==> config.mk <==
export PLATFORM = sky130hd
export DESIGN_NAME = gpio_edge_irq
export DESIGN_NICKNAME = d
export VERILOG_FILES = /design/src/rtl/gpio_edge_irq.sv
export SDC_FILE = /design/constraint.sdc
export NUM_CORES = 1
export LEC_CHECK = 0
export BUFFER_PORTS_ARGS = -buffer_cell sky130_fd_sc_hd__clkbuf_2
export CORE_AREA = 3 3 115 117
export DETAILED_ROUTE_END_ITERATION = 7
export DIE_AREA = 0 0 118 120
export GPL_TIMING_DRIVEN = 0
export PLACE_DENSITY_LB_ADDON = 0.05
export SLEW_MARGIN = 25
export SYNTH_ARGS = -nofsm -noshare
export SYNTH_HDL_FRONTEND = slang
export SYNTH_SLANG_ARGS = --single-unit
export TNS_END_PERCENT = 30
==> constraint.sdc <==
create_clock -name clk -period 1.1 [get_ports clk]
set_input_delay 0.22 -clock clk [delete_from_list [all_inputs] [get_ports clk]]
set_output_delay 0.22 -clock clk [all_outputs]
set_load 0.01 [all_outputs]
==> src/rtl/gpio_edge_irq.sv <==
module gpio_edge_irq #(
  parameter int NPINS = 32,
  parameter int GRP = 16,
  localparam int NGRP = NPINS / GRP
) (
  input  logic             clk,
  input  logic             rst_n,
  input  logic [NPINS-1:0] pin_i,
  input  logic [NPINS-1:0] rise_set_i,
  input  logic [NPINS-1:0] rise_clr_i,
  input  logic [NPINS-1:0] fall_set_i,
  input  logic [NPINS-1:0] fall_clr_i,
  input  logic [NPINS-1:0] stat_clr_i,
  input  logic             bank_we_i,
  input  logic [NGRP-1:0]  bank_d_i,
  output logic [NPINS-1:0] rise_en_o,
  output logic [NPINS-1:0] fall_en_o,
  output logic [NPINS-1:0] status_o,
  output logic [NGRP-1:0]  bank_en_o,
  output logic [NGRP-1:0]  irq_o
);

  logic [NPINS-1:0] rise_q, fall_q, stat_q, prev_q, hit;
  logic [NGRP-1:0]  bank_q;

  assign hit = (pin_i & ~prev_q & rise_q) | (~pin_i & prev_q & fall_q);

  always_ff @(posedge clk) begin
    if (!rst_n) begin
      rise_q <= '0;
      fall_q <= '0;
      stat_q <= '0;
      prev_q <= '0;
      bank_q <= '0;
    end else begin
      rise_q <= (rise_q | rise_set_i) & ~rise_clr_i;
      fall_q <= (fall_q | fall_set_i) & ~fall_clr_i;
      stat_q <= (stat_q & ~stat_clr_i) | hit;
      prev_q <= pin_i;
      if (bank_we_i) bank_q <= bank_d_i;
    end
  end

  for (genvar g = 0; g < NGRP; g++) begin : grp
    assign irq_o[g] = bank_q[g] & (|stat_q[g*GRP +: GRP]);

    assert_irq_held_R7: assert property (@(posedge clk) disable iff (!rst_n)
      irq_o[g] |=> irq_o[g] || $past(|stat_clr_i[g*GRP +: GRP]) || $past(bank_we_i));
  end

  assign rise_en_o = rise_q;
  assign fall_en_o = fall_q;
  assign status_o  = stat_q;
  assign bank_en_o = bank_q;

  assert_rise_en_by_port_R2: assert property (@(posedge clk) disable iff (!rst_n)
    1'b1 |=> ((rise_q ^ $past(rise_q)) & ~$past(rise_set_i | rise_clr_i)) == '0);

  assert_fall_en_by_port_R2: assert property (@(posedge clk) disable iff (!rst_n)
    1'b1 |=> ((fall_q ^ $past(fall_q)) & ~$past(fall_set_i | fall_clr_i)) == '0);

  assert_set_needs_edge_R4: assert property (@(posedge clk) disable iff (!rst_n)
    1'b1 |=> ((stat_q & ~$past(stat_q)) & ~($past(pin_i) ^ $past(prev_q))) == '0);

  assert_clear_needs_write_R5: assert property (@(posedge clk) disable iff (!rst_n)
    1'b1 |=> ((~stat_q & $past(stat_q)) & ~$past(stat_clr_i)) == '0);

endmodule

Yosys cells after proc, flatten, opt, wreduce, memory -nomap -nowiden
Cells that the tools add are included.
Word-level totals
  input port bits: 197
  logic and storage cells: 25
  register bits: 130
Cells by class
  reductions and logical operators: 2
  bitwise logic cells: 18
Operators by type and width (count)
  bitwise AND 32 bit: 7
  inverter 32 bit: 5
  OR 32 bit: 4
  OR reduction 16 bit: 2
  bitwise AND 1 bit: 2

Depth between registers and ports, before layout
  depth after elaboration: 5
  gate-level depth with buffers: 4
  mapped depth without buffers: 2

Worst setup path after synthesis
OpenSTA, ideal clock, no wires.
  path kind: reg2out
  start: register stat_q[12] (netlist: status_o[12])
  end: output port irq_o[0]
  slack: 0.089 ns
  data required time: 0.880 ns
  stages on the path, launching flop included: 3
  data arrival time: 0.791 ns
  cell sequence: dfxtp_1 -> nor4_1 -> a41oi_1
Between the ends
  longest elaborated chain between the ends: 2
RTL lines
  from (decl): line 23  | logic [NPINS-1:0] rise_q, fall_q, stat_q, prev_q, hit;
  from (signal assigned): line 38  | stat_q <= (stat_q & ~stat_clr_i) | hit;
  OR reduction 16 bit: line 45  | assign irq_o[g] = bank_q[g] & (|stat_q[g*GRP +: GRP]);
  bitwise AND 1 bit: line 45
  to (decl): line 20  | output logic [NGRP-1:0] irq_o
Every way passes these cells.

Worst setup path in the final report
  start: register stat_q[16] (netlist: status_o[16])
  end: output port irq_o[1]
Same word-level chain as after synthesis.

==> reports/qor.txt <==
Slowest-stage cell, CP: dfxtp_4
Die width: 118 µm
CP Launch Point: status_o[16]$_SDFF_PN0_
Row count: 41
R2r setup slk: 0.25 ns
CP top delay family: flip-flops
Finished Layout Cells: 1,038
Total DRC errors in the routed layout: 0
Diode count: 0
Initial antenna violation count: 0
Slew @ Worst Pin: 0.651 ns
CTS tree: built
Max VDD drop: 0.964 mV
Crit start category: flop
Nets: 1,050
Routed WL per cell: 16.3 µm
R2r worst-path depth: 3
Final Skew: 0.00869 ns
Synth Cell Area: 0.00443 mm²
Avg Vias per Cell: 4.77
Period utilisation layout: 147%
Clock Path Buffers: 2
DP Wirelength: 11,500 µm
CTS root buffer: clkbuf_16
Reg2reg end: fall_en_o[31]$_SDFF_PN0_
Die Height: 120 µm
Number of synthesis warnings: 0
Crit. End Element: output pin
Critical Path Sink: irq_o[1]
Area grow syn2layout: 93.4%
Die footprint: 0.0142 mm²
Worst Path Arrival: 1.40 ns
PnR worst setup slack: -0.518 ns
Tot GR Track Use: 22.3%
Mean Syn Cell Area: 9.88 µm²
Cell depth of the worst setup path: 3
WP buf/inv: 1
Hold_ws: 0.0296 ns
Final WL: 16,900 µm
IO Pins: 297
Post-layout util: 68.7%
Max_cap viols: 0
Fin crit period: 1.62 ns
Vias in the first global route: 4,992
Lkg Pwr: 0.00381 µW
Failing checks: setup timing
Power Density: 1400 mW/mm²
Final hold viol count: 0
Yosys cell types: 15
First-pass GRT wire length: 24,500 µm
Flop pwr share: 42.5%
Vias: 4,950
Reg-to-reg startpoint: fall_en_o[31]$_SDFF_PN0_
Clock transition at the registers of the reported paths: 0.05 ns
FMAX: 0.618 GHz
Grt ovf: 0
#FFs+latches synth: 130
CP max stage delay: 0.36 ns
CTS Buf Count: 17
Switching power as a share of total power: 22.2%
Core footprint: 0.0125 mm²
RSZ-0062 raised after global routing: true
Antenna-violating nets left: 0
Hold Path Class: in -> reg
Synth Net Count: 645
H-tree levels: 4
Slew Limit Fails: 0
Clk pwr share: 44.5%
Fill cell count: 936
Share of layout cells above drive strength 1: 53.7%
# setup viols final: 36
Placer Congestion: 0.786
Outcome: complete, but fails checks
Data required, critical path: 0.88 ns
Clk sink count: 130
Place WS: -0.295 ns
Largest area contributor in the netlist: dfxtp_1
WS Path Type: reg -> out
Initial Utilization: 35.5%
Largest net degree at the start of global routing: 17
Switching pwr: 2670 µW
Placed insts: 916
Starting DRT DRC Count: 148
Seq/Total Area, Yosys: 58.8%
Cell count after synthesis: 448
Share of the synthesized area in the top cell type: 58.8%
Worst-skew pair later-pin latency: 0.41 ns
Total chip power: 12,000 µW
CP Cell Sequence: nor4_4 -> a41oi_2 -> buf_2
Input/output buffers: 296
Pre-antenna DRT Iters: 4
Int Pwr: 9340 µW
Worst-path maximum fanout: 2
Slew HR: 56.6%
Combinational share of power: 12.9%
Synth top area cells: dfxtp_1 59%, nand3b_1 11%, nor3_1 7.2%
## final cells by class
| cell class | instances | area (µm²) | area share (%) |
|---|---|---|---|
| Inverter | 3 | 11.3 | 0.132 |
| Buffer | 13 | 76.3 | 0.891 |
| Timing Repair Buffer | 386 | 3000 | 35.1 |
| Multi-Input combinational cell | 302 | 1860 | 21.8 |
| Clock inverter | 4 | 45.0 | 0.526 |
| Sequential cell | 130 | 2820 | 32.9 |
| Clock buffer | 28 | 527 | 6.15 |
| Tap cell | 172 | 215 | 2.51 |
## worst reg2reg max path, cell delays in order (launching register included)
cell     delay [ns]
dfxtp_4        0.36
buf_4          0.12
nor2_1         0.04
nor3_1         0.21
## power groups by stage
stage	Combinational, µW	Clock (µW)	Sequential, µW
floorplan	356	0	5220
global placement	1030	0	5190
detailed placement	1050	0	5200
CTS	1370	5460	5100
global route	1680	5650	5130
finish	1550	5340	5110
## cell usage in the layout, fill, tap and decap left out, drive strengths merged
master,Yosys,final
bufinv,0,1
nor2,66,66
nor4,8,8
a31oi,32,32
clkbuf,6,231
nor3,64,64
dlygate4sd3,0,64
clkinv,0,3
buf,7,132
inv,3,3
and2,32,32
a41oi,2,2
nand3b,64,64
nand2b,32,32
mux2i,2,2
dfxtp,130,130
## per-stage QoR
stage	setup TNS, ns	cell area [µm²]
floorplan	0	4430
global placement	-4.28	6120
detailed placement	-4.88	6120
CTS	-4.18	7920
global route	-3.78	8560
finish	-1.88	8560
## routing by layer
metal / share of wire (%) / vias up / GRT usage [%]
li1: - / 2393 / -
met1: 35 / 2255 / 22.2
met2: 52 / 245 / 41.1
met3: 8.3 / 57 / 7.68
met4: 4.2 / 0 / 11.3
met5: 0 / - / 0
## cells in the mapped netlist (all sizes together)
cell      n
dfxtp   130
clkbuf    6
and2     32
nor4      8
nor3     64
mux2i     2
buf       7
a41oi     2
nor2     66
nand2b   32
a31oi    32
inv       3
nand3b   64
## flip-flops by register name (all words and copies together), names as in the netlist
register / count
rise_en_o: 32
prev_q: 32
fall_en_o: 32
bank_en_o: 2
status_o: 32
## worst min-delay path by stage
stage	start	to	slack, ns	depth (start not counted)
3_5_place_dp	rise_clr_i[11]	rise_en_o[11]$_SDFF_PN0_	0.39	2
6_report	pin_i[21]	prev_q[21]$_SDFF_PN0_	0.03	2
4_1_cts	pin_i[26]	prev_q[26]$_SDFF_PN0_	0.01	2
2_1_floorplan	fall_clr_i[0]	fall_en_o[0]$_SDFF_PN0_	0.30	1
3_3_place_gp	rise_clr_i[26]	rise_en_o[26]$_SDFF_PN0_	0.38	2
5_1_grt	pin_i[22]	prev_q[22]$_SDFF_PN0_	0.03	2
## what timing repair did
action                                  4_1_cts  5_1_grt
hold buffers                                 64        0
endpoints found under the setup margin      100      100
endpoints found under the hold margin        64        0
resized for setup                           150      204
pin swaps                                     8        7
setup buffers                                18        8
## cell families (layout without fill, tap and decap cells)
kind of cell           after synthesis  in the layout  synth area share [%]
DFF                                130            130                  58.8
AOI/OAI and AO/OA                   34             34                  4.92
buffers and inverters               16            434                  1.98
muxes                                2              2                 0.452
and+or+nand+nor                    266            266                  33.9
Note: power is estimated with default switching activity, not from simulation.
